===== src/rtl/dma_chan_pkg.sv =====
package dma_chan_pkg;

    typedef enum logic [2:0] {
        ST_IDLE,
        ST_REQ,
        ST_RD,
        ST_WR,
        ST_REL
    } seq_state_e;

    // byte step for a size code; the reserved code behaves as a longword
    function automatic logic [2:0] unit_bytes(input logic [1:0] sz);
        case (sz)
            2'd0:    unit_bytes = 3'd1;
            2'd1:    unit_bytes = 3'd2;
            default: unit_bytes = 3'd4;
        endcase
    endfunction

endpackage


===== src/rtl/dma_chan_addr.sv =====
module dma_chan_addr
    import dma_chan_pkg::*;
#(
    parameter int AW = 32
) (
    input  logic          clk,
    input  logic          rst_n,
    input  logic          load,
    input  logic [AW-1:0] load_val,
    input  logic          step,
    input  logic [1:0]    size,
    output logic [AW-1:0] addr
);
    logic [AW-1:0] addr_d, addr_q;

    always_comb begin
        addr_d = addr_q;
        if (load)
            addr_d = load_val;
        else if (step)
            addr_d = addr_q + AW'(unit_bytes(size));
    end

    always_ff @(posedge clk or negedge rst_n) begin
        if (!rst_n) addr_q <= '0;
        else        addr_q <= addr_d;
    end

    assign addr = addr_q;
endmodule


===== src/rtl/dma_chan_cnt.sv =====
module dma_chan_cnt #(
    parameter int CW = 16
) (
    input  logic          clk,
    input  logic          rst_n,
    input  logic          load,
    input  logic [CW-1:0] load_val,
    input  logic          dec,
    output logic          last
);
    localparam logic [CW-1:0] ONE = CW'(1);

    logic [CW-1:0] cnt_d, cnt_q;

    always_comb begin
        cnt_d = cnt_q;
        if (load)
            cnt_d = load_val;
        else if (dec && cnt_q != '0)
            cnt_d = cnt_q - ONE;
    end

    always_ff @(posedge clk or negedge rst_n) begin
        if (!rst_n) cnt_q <= '0;
        else        cnt_q <= cnt_d;
    end

    assign last = (cnt_q == ONE);
endmodule


===== src/rtl/dma_chan_seq.sv =====
module dma_chan_seq
    import dma_chan_pkg::*;
#(
    parameter int AW = 32,
    parameter int DW = 32,
    parameter int CW = 16
) (
    input  logic          clk,
    input  logic          rst_n,
    input  logic          cfg_load,
    input  logic          cfg_burst,
    input  logic          cfg_dual,
    input  logic [1:0]    cfg_size,
    input  logic [AW-1:0] cfg_src,
    input  logic [AW-1:0] cfg_dst,
    input  logic [CW-1:0] cfg_count,
    input  logic          req_n,
    output logic          bus_req,
    input  logic          bus_gnt,
    output logic          mem_valid,
    output logic          mem_write,
    output logic [AW-1:0] mem_addr,
    output logic [1:0]    mem_size,
    output logic [DW-1:0] mem_wdata,
    input  logic [DW-1:0] mem_rdata,
    input  logic          mem_ready,
    output logic          done
);
    localparam int NPTR = 2;   // pointer 0 = source, pointer 1 = destination

    typedef struct packed {
        seq_state_e    state;
        logic          armed;
        logic          burst;
        logic          dual;
        logic          done;
        logic [1:0]    size;
        logic [DW-1:0] data;
    } seq_t;

    seq_t q, n;
    logic load_en;
    logic unit_end;
    logic last_unit;
    logic burst_q;
    logic dual_q;
    logic [AW-1:0] ptr_init [NPTR];
    logic [AW-1:0] ptr      [NPTR];
    logic          ptr_step [NPTR];

    always_comb begin
        n        = q;
        load_en  = 1'b0;
        unit_end = 1'b0;
        case (q.state)
            ST_IDLE: begin
                if (cfg_load) begin
                    load_en = 1'b1;
                    n.burst = cfg_burst;
                    n.dual  = cfg_dual;
                    n.size  = cfg_size;
                    n.done  = (cfg_count == '0);
                    n.armed = (cfg_count != '0);
                end else if (q.armed && !req_n) begin
                    n.state = ST_REQ;
                end
            end
            ST_REQ: begin
                if (bus_gnt) n.state = ST_RD;
            end
            ST_RD: begin
                if (mem_ready) begin
                    if (q.dual) begin
                        n.data  = mem_rdata;
                        n.state = ST_WR;
                    end else begin
                        unit_end = 1'b1;
                    end
                end
            end
            ST_WR: begin
                if (mem_ready) unit_end = 1'b1;
            end
            ST_REL: begin
                if (!bus_gnt) n.state = ST_IDLE;
            end
            default: n.state = ST_IDLE;
        endcase

        // unit boundary: end of count, continue the burst, or release
        if (unit_end) begin
            if (last_unit) begin
                n.done  = 1'b1;
                n.armed = 1'b0;
                n.state = ST_REL;
            end else if (q.burst && !req_n) begin
                n.state = ST_RD;
            end else begin
                n.state = ST_REL;
            end
        end
    end

    always_ff @(posedge clk or negedge rst_n) begin
        if (!rst_n) begin
            q       <= '0;
            q.state <= ST_IDLE;
        end else begin
            q <= n;
        end
    end

    assign ptr_init[0] = cfg_src;
    assign ptr_init[1] = cfg_dst;
    assign ptr_step[0] = unit_end;
    assign ptr_step[1] = unit_end && q.dual;

    for (genvar i = 0; i < NPTR; i++) begin : g_ptr
        dma_chan_addr #(.AW(AW)) u_addr (
            .clk      (clk),
            .rst_n    (rst_n),
            .load     (load_en),
            .load_val (ptr_init[i]),
            .step     (ptr_step[i]),
            .size     (q.size),
            .addr     (ptr[i])
        );
    end

    dma_chan_cnt #(.CW(CW)) u_cnt (
        .clk      (clk),
        .rst_n    (rst_n),
        .load     (load_en),
        .load_val (cfg_count),
        .dec      (unit_end),
        .last     (last_unit)
    );

    assign burst_q   = q.burst;
    assign dual_q    = q.dual;
    assign bus_req   = (q.state == ST_REQ) || (q.state == ST_RD) || (q.state == ST_WR);
    assign mem_valid = (q.state == ST_RD) || (q.state == ST_WR);
    assign mem_write = (q.state == ST_WR);
    assign mem_addr  = (q.state == ST_WR) ? ptr[1] : ptr[0];
    assign mem_size  = q.size;
    assign mem_wdata = q.data;
    assign done      = q.done;
endmodule


===== config.mk =====
export PLATFORM = sky130hd
export DESIGN_NAME = dma_chan_seq
export DESIGN_NICKNAME = d
export VERILOG_FILES = /design/src/rtl/dma_chan_pkg.sv /design/src/rtl/dma_chan_addr.sv /design/src/rtl/dma_chan_cnt.sv /design/src/rtl/dma_chan_seq.sv
export SDC_FILE = /design/constraint.sdc
export NUM_CORES = 1
export LEC_CHECK = 0
export BUFFER_PORTS_ARGS = -buffer_cell sky130_fd_sc_hd__buf_2
export CAP_MARGIN = 20
export CELL_PAD_IN_SITES_DETAIL_PLACEMENT = 0
export CELL_PAD_IN_SITES_GLOBAL_PLACEMENT = 1
export CORE_UTILIZATION = 40
export DETAILED_ROUTE_END_ITERATION = 6
export PLACE_DENSITY = 0.83
export SYNTH_ARGS = -nofsm -noshare
export SYNTH_HDL_FRONTEND = slang
export SYNTH_SLANG_ARGS = --single-unit

===== constraint.sdc =====
create_clock -name clk -period 6.55 [get_ports clk]
set_input_delay 0.3275 -clock clk [delete_from_list [all_inputs] [get_ports clk]]
set_output_delay 0.3275 -clock clk [all_outputs]
set_load 0.1 [all_outputs]

==> out/qor.yml, run 1 <==
worst_hold_path:
  min_path_type: "in -> reg"
clocking:
  clk_latency_ns: 0.42
  cts_buffer_depth: 2
  cts_buffers: 17
  postCtsResizedCells: 0
  h-tree-depth: 4
  hold_buffers: 1
  path_clk_slew_ns: 0.06
  cts.sink_count: 121
  cts_setup_buffers: 0
  cts_tree: "yes"
  clock-root-buffer: "clkbuf_16"
final_layout:
  seq_area_um2: 3030
  stdcell_count: 1165
  fillCellCount: 1697
  drive_gt1_share_pct: 32.6
  area.growth.synth_to_final_pct: 20.7
  final_util_pct: 49.2
  nets: 1055
  multiInputGateArea_um2: 3780
synth:
  syn_area_um2: 7300
  synth-seq-cells: 121
  syn_inst: 788
  synth_edf_count: 0
  yosysTopAreaCellShare_pct: 41.5
  ys.flop_type: "dfrtp_1"
  ys_top_cells_by_count: "dfrtp_1, nand2_1, mux2_2"
  synth.most_common_cell: "dfrtp_1"
  ys_warn_count: 0
  synth.yosys.seq_area_share_pct: 41.5
  synth.avg_cell_area_um2: 9.26
  synth_fp_nets: 919
  yosys.cell_types.count: 58
  async_reset_ff_share_pct: 100
  yosys-top-cells-area: "dfrtp_1, mux2_2, nand2_1"
  yosysTopAreaCell: "dfrtp_1"
worst_setup_path:
  endpoint_kind: "flip-flop"
  path_cells: "nor2_1, ha_1, nand2_1, o211ai_1, nand4_1, or3_1, a31oi_1"
  cp.arrival_ns: 3.15
  cp.required_ns: 6.89
  crit_path_max_fanout: 12
  cp-start-kind: "flip-flop"
  cpPeakStageDelay_ns: 0.75
  critical_path_class: "reg -> reg"
  crit_slowest_cell: "o211ai_1"
route:
  wl_per_cell_um: 18.1
  drc: 0
  wl_um: 21100
  drt_iter0_drc: 460
  first_pass_iters: 5
  ant_nets: 0
  via_per_inst: 5.70
  vias: 6643
global_routing:
  grt_remaining_overflow: 0
  grt.total_usage_pct: 23.4
  antenna_found_initial: 1
  grt_pass1_wl_um: 33200
  grt_max_degree: 90
  grt_pass1_vias: 6189
floorplanning:
  die_area_um2: 18800
  start_util_pct: 40.8
  core_area_um2: 17900
  rows: 49
  io_pins: 192
  die_y_um: 137
  die_x_um: 137
sta:
  setup_violations: 0
  relSlewSlack_pct: 34.8
  finalSetupTns_ns: 0
  finalHoldViolations: 0
  fin_crit_sh_pct: 42.9
  finClkSkew_ns: 0.0128
  finalMaxSlewViolations: 0
  grt_setup_unrepaired: "no"
  min_period_ns: 2.81
  max_freq_ghz: 0.356
  tightest_slew_ns: 0.978
run_status:
  outcome: "finished clean"
place:
  place_congestion: 0.926
  portBuffers: 191
  dp.cells: 1133
  dp_hpwl_um: 15000
flow_run:
  cap_violations: 0
path summary, 6_finish.rpt:
path,start,to,slack (ns),cells past startpoint
max in group asynchronous,rst_n,g_ptr[0].u_addr.addr[21]$_DFFE_PN0P_,4.68,3
min in group asynchronous,rst_n,u_cnt.cnt_q[4]$_DFFE_PN0P_,0.46,2
min,cfg_dst[26],g_ptr[1].u_addr.addr[26]$_DFFE_PN0P_,0.10,3
max reg2reg,mem_size[1]$_DFFE_PN0P_,g_ptr[1].u_addr.addr[25]$_DFFE_PN0P_,3.74,7
min reg2reg,done$_DFF_PN0_,done$_DFF_PN0_,0.48,1
max,mem_size[1]$_DFFE_PN0P_,g_ptr[1].u_addr.addr[25]$_DFFE_PN0P_,3.74,7
sequential cells by signal, indices dropped and copies added (netlist names):
signal             count
dual_q                 1
g_ptr.u_addr.addr     64
done                   1
mem_size               2
u_cnt.cnt_q           16
mem_wdata             32
q                      4
burst_q                1
final cells by class:
cell class | instances | share of cell area (%)
Clock buffer | 23 | 5.54
Sequential cell | 121 | 34.4
Clock inverter | 7 | 1.86
Multi-Input combinational cell | 576 | 42.9
Inverter | 8 | 0.341
Tap cell | 229 | 3.25
Antenna cell | 1 | 0.0284
Timing Repair Buffer | 200 | 11.7
worst max-delay path, delay by kind of cell, from the launching register on:
kind	cells	cell delay, ns
AND/OR/NAND/NOR	4	1.09
AO/OA/AOI/OAI	2	0.92
flip-flops	1	0.48
adder cells (fa/ha/maj)	1	0.24
per-stage QoR:
| stage | setup slack, ns | area, um^2 | hold WS, ns |
|---|---|---|---|
| after floorplan | 3.04 | 7300 | 0.0319 |
| after global placement | 3.89 | 8150 | 0.378 |
| after detailed placement | 3.79 | 8150 | 0.385 |
| after CTS | 3.76 | 8810 | 0.0910 |
| after global routing | 3.37 | 8810 | 0.104 |
| final | 3.74 | 8810 | 0.103 |
cells by family (layout without fill, tap and decap cells):
logic type | after synthesis | count (layout) | synth area share [%]
AOI/OAI and AO/OA | 168 | 168 | 14.7
xor gates and xnor gates | 25 | 25 | 3.00
adders and majority gates | 9 | 9 | 1.54
buffers and inverters | 91 | 238 | 6.86
DFF | 121 | 121 | 41.5
muxes | 67 | 67 | 10.3
other | 0 | 1 | 0
and+or+nand+nor | 307 | 307 | 22.1
cell usage in the layout, fill, tap and decap left out, types with 14 or more instances in the layout:
cell type | netlist | final
a31oi_1 | 27 | 27
buf_2 | 10 | 190
nand3_1 | 38 | 38
dfrtp_1 | 121 | 121
nor2_1 | 37 | 37
o21ai_0 | 54 | 54
nand2_1 | 108 | 108
mux2_2 | 63 | 63
or3_1 | 14 | 14
a21oi_1 | 20 | 20
clkbuf_16 | 0 | 17
xor2_1 | 17 | 17
nand4_1 | 29 | 29
routing by layer:
layer / GRT usage [%] / part of all wire (%) / vias up
met1: 31.1 / 44 / 3150
met5: 0 / 0 / -
met2: 36.5 / 46 / 284
li1: - / - / 3171
met3: 6.33 / 7.3 / 38
met4: 8.24 / 2.4 / 0
Power of run 1 is left out: the tool's default activity adds up to more than one toggle a clock period on the data nets, which glitch-free logic cannot reach.
==> run 2: changes to the inputs <==
--- a/config.mk
+++ b/config.mk
@@ -5,13 +5,14 @@
 export SDC_FILE = /design/constraint.sdc
 export NUM_CORES = 1
 export LEC_CHECK = 0
+export ABC_AREA = 1
 export BUFFER_PORTS_ARGS = -buffer_cell sky130_fd_sc_hd__buf_2
 export CAP_MARGIN = 20
 export CELL_PAD_IN_SITES_DETAIL_PLACEMENT = 0
 export CELL_PAD_IN_SITES_GLOBAL_PLACEMENT = 1
-export CORE_UTILIZATION = 40
+export CORE_UTILIZATION = 39
 export DETAILED_ROUTE_END_ITERATION = 6
-export PLACE_DENSITY = 0.83
+export PLACE_DENSITY = 0.84
 export SYNTH_ARGS = -nofsm -noshare
 export SYNTH_HDL_FRONTEND = slang
 export SYNTH_SLANG_ARGS = --single-unit
==> constraint.sdc (replaced) <==
create_clock -name clk -period 2.65 [get_ports clk]
set_input_delay 0.1325 -clock clk [delete_from_list [all_inputs] [get_ports clk]]
set_output_delay 0.1325 -clock clk [all_outputs]
set_load 0.1 [all_outputs]
==> run 2 against run 1 <==
  * Design area grew 21%
  * Clock skew shrank 0.0020 ns
  * Wire length grew 27%
  * Hold slack lost 0.098 ns
  * Setup slack lost 3.5 ns
  * Count of clock-buffer cells in the layout shrank 6
  * Utilization grew 0.83 points
  * Synthesized area grew 17%
  * Critical endpoint is now mem_addr[16]
==> out/qor.yml, run 2 <==
run_status:
  outcome: "finished clean"
synth:
  ys_warn_count: 0  # unchanged
  synth.most_common_cell: "nand2_1"
  synth_fp_nets: 1394  # +52%
  synth-seq-cells: 121  # unchanged
  yosysTopAreaCell: "dfrtp_1"
  syn_area_um2: 8540  # +17%
  ys.flop_type: "dfrtp_1"
  async_reset_ff_share_pct: 100  # unchanged
  yosys.cell_types.count: 42  # -28%
  synth.avg_cell_area_um2: 6.76  # -27%
  syn_inst: 1263  # +60%
  ys_top_cells_by_count: "nand2_1, inv_1, nor2_1"
  yosysTopAreaCellShare_pct: 35.5  # -6.0 points
  yosys-top-cells-area: "dfrtp_1, nand2_1, o21ai_0"
  synth.yosys.seq_area_share_pct: 35.5  # -6.0 points
  synth_edf_count: 0  # unchanged
flow_run:
  cap_violations: 0  # unchanged
place:
  portBuffers: 191  # unchanged
  pre_cts_ws_ns: 0.384  # -3.40 ns
  place_congestion: 0.906  # -2.2%
  dp.cells: 1661  # +47%
  dp_hpwl_um: 19900  # +33%
worst_setup_path:
  cp-start-kind: "flip-flop"
  cp.required_ns: 2.52  # -4.37 ns
  reg2reg_from: "mem_size[0]$_DFFE_PN0P_"
  cp-startpoint: "q[40]$_DFFE_PN0P_"
  crit_slowest_cell: "buf_2"
  cpPeakStageDelay_ns: 0.47  # -0.28 ns
  crit_path_max_fanout: 51  # +39
  path_cells: "inv_1, nand2_2, nor2_4, buf_6, nand2_1, o21ai_1, buf_2"
  critical_path_class: "reg -> out"
  cp.arrival_ns: 2.25  # -0.90 ns
  endpoint_kind: "primary output"
sta:
  setup_ws_ns: 0.266  # -3.47 ns
  grt_setup_unrepaired: "no"
  setup_violations: 0  # unchanged
  tightest_slew_ns: 0.609  # -0.368 ns
  fin_crit_sh_pct: 90.0
  min_period_ns: 2.38
  finalSetupTns_ns: 0  # unchanged
  relSlewSlack_pct: 58.9  # +24 points
  finalMaxSlewViolations: 0  # unchanged
  max_freq_ghz: 0.419
  finalHoldViolations: 0  # unchanged
  finClkSkew_ns: 0.0108  # -0.00197 ns
clocking:
  cts_tree: "yes"
  cts_buffers: 17  # unchanged
  cts.sink_count: 121  # unchanged
  cts_buffer_depth: 2  # unchanged
  clk_latency_ns: 0.42  # about the same
  path_clk_slew_ns: 0.06  # about the same
  clock-root-buffer: "clkbuf_16"
  h-tree-depth: 4  # unchanged
floorplanning:
  io_pins: 192  # unchanged
  rows: 53  # +8.2%
  die_y_um: 150  # +9.4%
  core_area_um2: 21200  # +19%
  start_util_pct: 40.2  # -0.55 points
  die_area_um2: 22500  # +20%
  die_x_um: 150  # +9.4%
worst_hold_path:
  min_path_type: "in -> reg"
  hold_start: "cfg_count[8]"
global_routing:
  grt_pass1_vias: 8229  # +33%
  antenna_found_initial: 0  # -1
  grt_remaining_overflow: 0  # unchanged
  grt_pass1_wl_um: 42300  # +27%
  grt.total_usage_pct: 24.3  # +0.87 points
  grt_max_degree: 55  # -39%
route:
  ant_nets: 0  # unchanged
  drt_iter0_drc: 673  # +46%
  first_pass_iters: 5  # unchanged
  wl_um: 26800  # +27%
  via_per_inst: 5.10  # -11%
  vias: 8857  # +33%
  wl_per_cell_um: 15.4  # -15%
  drc: 0  # unchanged
final_layout:
  area.growth.synth_to_final_pct: 24.4
  n_antenna_cell: 0  # -1
  final_common_cell: "nand2_1"
  layout_common_cells: "nand2_1, buf_2, inv_1"
  stdcell_count: 1738  # +49%
  largest_reg_flops: 64  # unchanged
  nets: 1581  # +50%
  drive_gt1_share_pct: 19.8  # -13 points
  final_util_pct: 50.0  # +0.83 points
[run 2: changes by cell type after synthesis, moves of 14 or more]
cell,before,now
nand2_1,108,376
inv_1,8,139
nor2_1,37,138
nand3_1,38,96
o21ai_0,54,106
mux2_2,63,32
a31oi_1,27,3
o21ai_1,0,17
clkbuf_1,27,12
buf_2,10,24
or3_1,14,0
[run 2: worst paths after layout]
path                                                             end  slack, ns  cells after the start
worst max-delay path                                    mem_addr[16]       0.27                      7
worst max register to register  g_ptr[0].u_addr.addr[15]$_DFFE_PN0P_       0.32                     12
worst min-delay path                      u_cnt.cnt_q[8]$_DFFE_PN0P_      0.005                      3
worst min register to register                   burst_q$_DFFE_PN0P_       0.50                      2
min in group asynchronous       g_ptr[1].u_addr.addr[29]$_DFFE_PN0P_       0.24                      2
max in group asynchronous        g_ptr[0].u_addr.addr[0]$_DFFE_PN0P_       1.53                      3
[run 2: final cells by class]
class,count,area [um^2]
fillers,2222,10600
multi-input cells,918,4470
flip-flops and latches,121,3030
repair buffers,248,1660
inverters,144,541
clock buffers,17,425
well taps,275,344
clock inverters,15,156
[run 2: stage by stage]
step	instance area, um^2	hold WS (ns)
finish	10600	0.00548
global route	10600	0.00704
CTS	10600	0.000973
detailed placement	9580	0.166
global placement	9580	0.168
floorplan	8550	-0.163
[run 2: logic make-up (layout without fill, tap and decap cells)]
group                    after synthesis  count (layout)  share of synthesized area (%)
buffers and inverters                224             424                           12.4
adder cells (fa/ha/maj)                9               9                           1.32
multiplexers                          34              34                           4.46
AO/OA/AOI/OAI                        181             181                           11.6
AND/OR/NAND/NOR                      685             685                           33.8
XOR/XNOR                               9               9                          0.924
flip-flops                           121             121                           35.5
[run 2: layer usage]
layer  wire (um)  global-route usage, %  vias to the layer above
met1       12400                   32.9                     4118
met2       12500                   39.4                      255
met5           0                      0                        -
met4         623                   8.33                        0
met3        1290                   3.51                       38
li1            -                      -                     4446
[run 2: worst max-delay path, delay by kind of cell, from the launching register on]
| family | cells | cell delay, ns |
|---|---|---|
| buf+inv | 3 | 0.91 |
| simple gates | 3 | 0.32 |
| flops | 1 | 0.41 |
| compound gates | 1 | 0.16 |
[run 2: repair_timing]
item,CTS,global route
buffers inserted,0,0
endpoints found under the hold margin,84,0
resized for setup,0,1
hold buffers,45,0
endpoints found under the setup margin,0,2
Power of run 2 is left out for the same reason.
==> run 3: changes to the inputs <==
--- a/config.mk
+++ b/config.mk
@@ -5,14 +5,14 @@
 export SDC_FILE = /design/constraint.sdc
 export NUM_CORES = 1
 export LEC_CHECK = 0
-export ABC_AREA = 1
+export ABC_AREA = 0
 export BUFFER_PORTS_ARGS = -buffer_cell sky130_fd_sc_hd__buf_2
 export CAP_MARGIN = 20
 export CELL_PAD_IN_SITES_DETAIL_PLACEMENT = 0
 export CELL_PAD_IN_SITES_GLOBAL_PLACEMENT = 1
-export CORE_UTILIZATION = 39
+export CORE_UTILIZATION = 40
 export DETAILED_ROUTE_END_ITERATION = 6
-export PLACE_DENSITY = 0.84
+export PLACE_DENSITY = 0.83
 export SYNTH_ARGS = -nofsm -noshare
 export SYNTH_HDL_FRONTEND = slang
 export SYNTH_SLANG_ARGS = --single-unit
==> run 3 against run 2 <==
  * Via count shrank 20%
  * Maximum frequency shrank 6.1%
  * Utilization grew 4.8 points
  * Critical path type unchanged
  * Critical path depth shrank 3
  * Sequential share of layout area grew 2.3 points
  * Final cell count shrank 27%
  * Wire length shrank 19%
  * Register-to-register slack is essentially flat
  * Count of clock-buffer cells in the layout is the same
  * Largest cell class unchanged
  * Sequential cell count is the same
  * Die area shrank 16%
==> out/qor.yml, run 3 (same netlist as run 1, synthesis figures left out) <==
global_routing:
  grt_pass1_vias: 6498  # -21%
  grt_pass1_wl_um: 33700  # -20%
  grt_remaining_overflow: 0  # unchanged
  grt.total_usage_pct: 23.4  # -0.83 points
  grt_max_degree: 103  # +87%
  antenna_found_initial: 0  # unchanged
floorplanning:
  core_area_um2: 17900  # -16%
  rows: 49  # -7.5%
  die_area_um2: 18800  # -16%
  io_pins: 192  # unchanged
  die_x_um: 137  # -8.6%
  die_y_um: 137  # -8.6%
  start_util_pct: 40.8  # +0.55 points
worst_setup_path:
  crit_family: "buffers and inverters"
  crit_path_max_fanout: 36  # -29%
  endpoint_kind: "primary output"
  path_cells: "nand3b_1, buf_4, mux2_2, buf_2"
  cp.required_ns: 2.52  # about the same
  critical_path_class: "reg -> out"
  worst-path-buf-inv: 2  # -1
  crit_slowest_cell: "dfrtp_1"
  reg2reg_slack_ns: 0.33  # about the same
  cp-start-kind: "flip-flop"
  cp.arrival_ns: 2.41  # +0.16 ns
  cpPeakStageDelay_ns: 0.53  # +0.06 ns
flow_run:
  cap_violations: 0  # unchanged
final_layout:
  drive_gt1_share_pct: 31.6  # +12 points
  final_common_cell: "buf_2"
  area.growth.synth_to_final_pct: 34.5
  largest_reg_flops: 64  # unchanged
  layout_common_cells: "buf_2, dfrtp_1, nand2_1"
  fillCellCount: 1600  # -28%
  n_antenna_cell: 0  # unchanged
  nets: 1157  # -27%
sta:
  min_period_ns: 2.54  # +0.156 ns
  relSlewSlack_pct: 57.1  # -1.9 points
  finClkSkew_ns: 0.00801  # -0.00280 ns
  grt_setup_unrepaired: "no"
  max_freq_ghz: 0.394  # -6.1%
  finalMaxSlewViolations: 0  # unchanged
  setup_violations: 0  # unchanged
  finalHoldViolations: 0  # unchanged
  tightest_slew_ns: 0.638  # +0.0289 ns
  fin_crit_sh_pct: 95.8  # +5.9 points
  finalSetupTns_ns: 0  # unchanged
clocking:
  cts_buffers: 17  # unchanged
  cts_buffer_depth: 2  # unchanged
  cts.sink_count: 121  # unchanged
  clk_latency_ns: 0.41  # about the same
  h-tree-depth: 4  # unchanged
  cts_tree: "yes"
  clock-root-buffer: "clkbuf_16"
  path_clk_slew_ns: 0.06  # about the same
route:
  first_pass_iters: 7  # +2
  drt_iter0_drc: 397  # -41%
  wl_per_cell_um: 17.2  # +11%
  drc: 0  # unchanged
  wl_um: 21800  # -19%
  ant_nets: 0  # unchanged
  via_per_inst: 5.56  # +9.0%
  vias: 7045  # -20%
place:
  dp_hpwl_um: 15100  # -24%
  place_congestion: 0.856  # -5.4%
  portBuffers: 191  # unchanged
worst_hold_path:
  min_path_type: "in -> reg"
run_status:
  outcome: "finished clean"
run 3: cell count changes in the layout (fill, tap and decap cells not counted), moves of 28 or more:
cell           before  now
o21ai_0            81   53
dlygate4sd3_1      45   86
nor2_1            138   37
nand2_1           376  108
inv_1             139    8
o21ai_1            39    1
nand3_1            96   38
mux2_2             32   63
run 3: worst min-delay path: stages:
cell	delay [ns]
buf_2	0.08
nor2_1	0.04
a31oi_1	0.12
run 3: layout make-up:
class	count	area, um^2	area share (%)
clock buffers	17	425	4.33
well taps	229	287	2.92
multi-input cells	576	3790	38.6
inverters	8	30.0	0.306
clock inverters	15	224	2.28
flip-flops and latches	121	3030	30.8
repair buffers	302	2030	20.7
run 3: stage by stage:
step                util (%)  cells  area [um^2]  setup WS, ns  hold WS, ns
global placement        46.4   1150         8310         0.407        0.141
CTS                     54.8   1268         9820         0.125      0.00135
floorplan                  -    788         7300        0.0248       -0.163
detailed placement      46.4   1150         8310         0.365        0.143
global route            54.8   1268         9820        0.0247       0.0114
finish                  54.8   1268         9820         0.110      0.00672
run 3: repair_timing:
item,CTS,global route
gates resized for setup,0,0
setup buffers,0,0
hold buffers,86,0
setup endpoints to repair,0,0
endpoints found under the hold margin,120,0
run 3: final timing paths:
| check | from | end | cells after the start |
|---|---|---|---|
| setup reg to reg | mem_size[1]$_DFFE_PN0P_ | g_ptr[1].u_addr.addr[30]$_DFFE_PN0P_ | 8 |
| setup / recovery | q[40]$_DFFE_PN0P_ | mem_addr[31] | 4 |
| min in group asynchronous | rst_n | u_cnt.cnt_q[4]$_DFFE_PN0P_ | 2 |
| max in group asynchronous | rst_n | g_ptr[1].u_addr.addr[13]$_DFFE_PN0P_ | 3 |
| hold reg to reg | mem_wdata[28]$_DFFE_PN0P_ | mem_wdata[28]$_DFFE_PN0P_ | 1 |
| hold / removal | cfg_src[0] | g_ptr[0].u_addr.addr[0]$_DFFE_PN0P_ | 3 |
run 3: metal layers:
metal  vias up  routed length, um  global-route usage, %
met5         -                  0                      0
met4         0                356                   7.81
met3        29               1460                   4.78
met2       291              10100                   37.4
met1      3347               9840                   31.6
li1       3378                  -                      -
Power of run 3 is left out for the same reason.
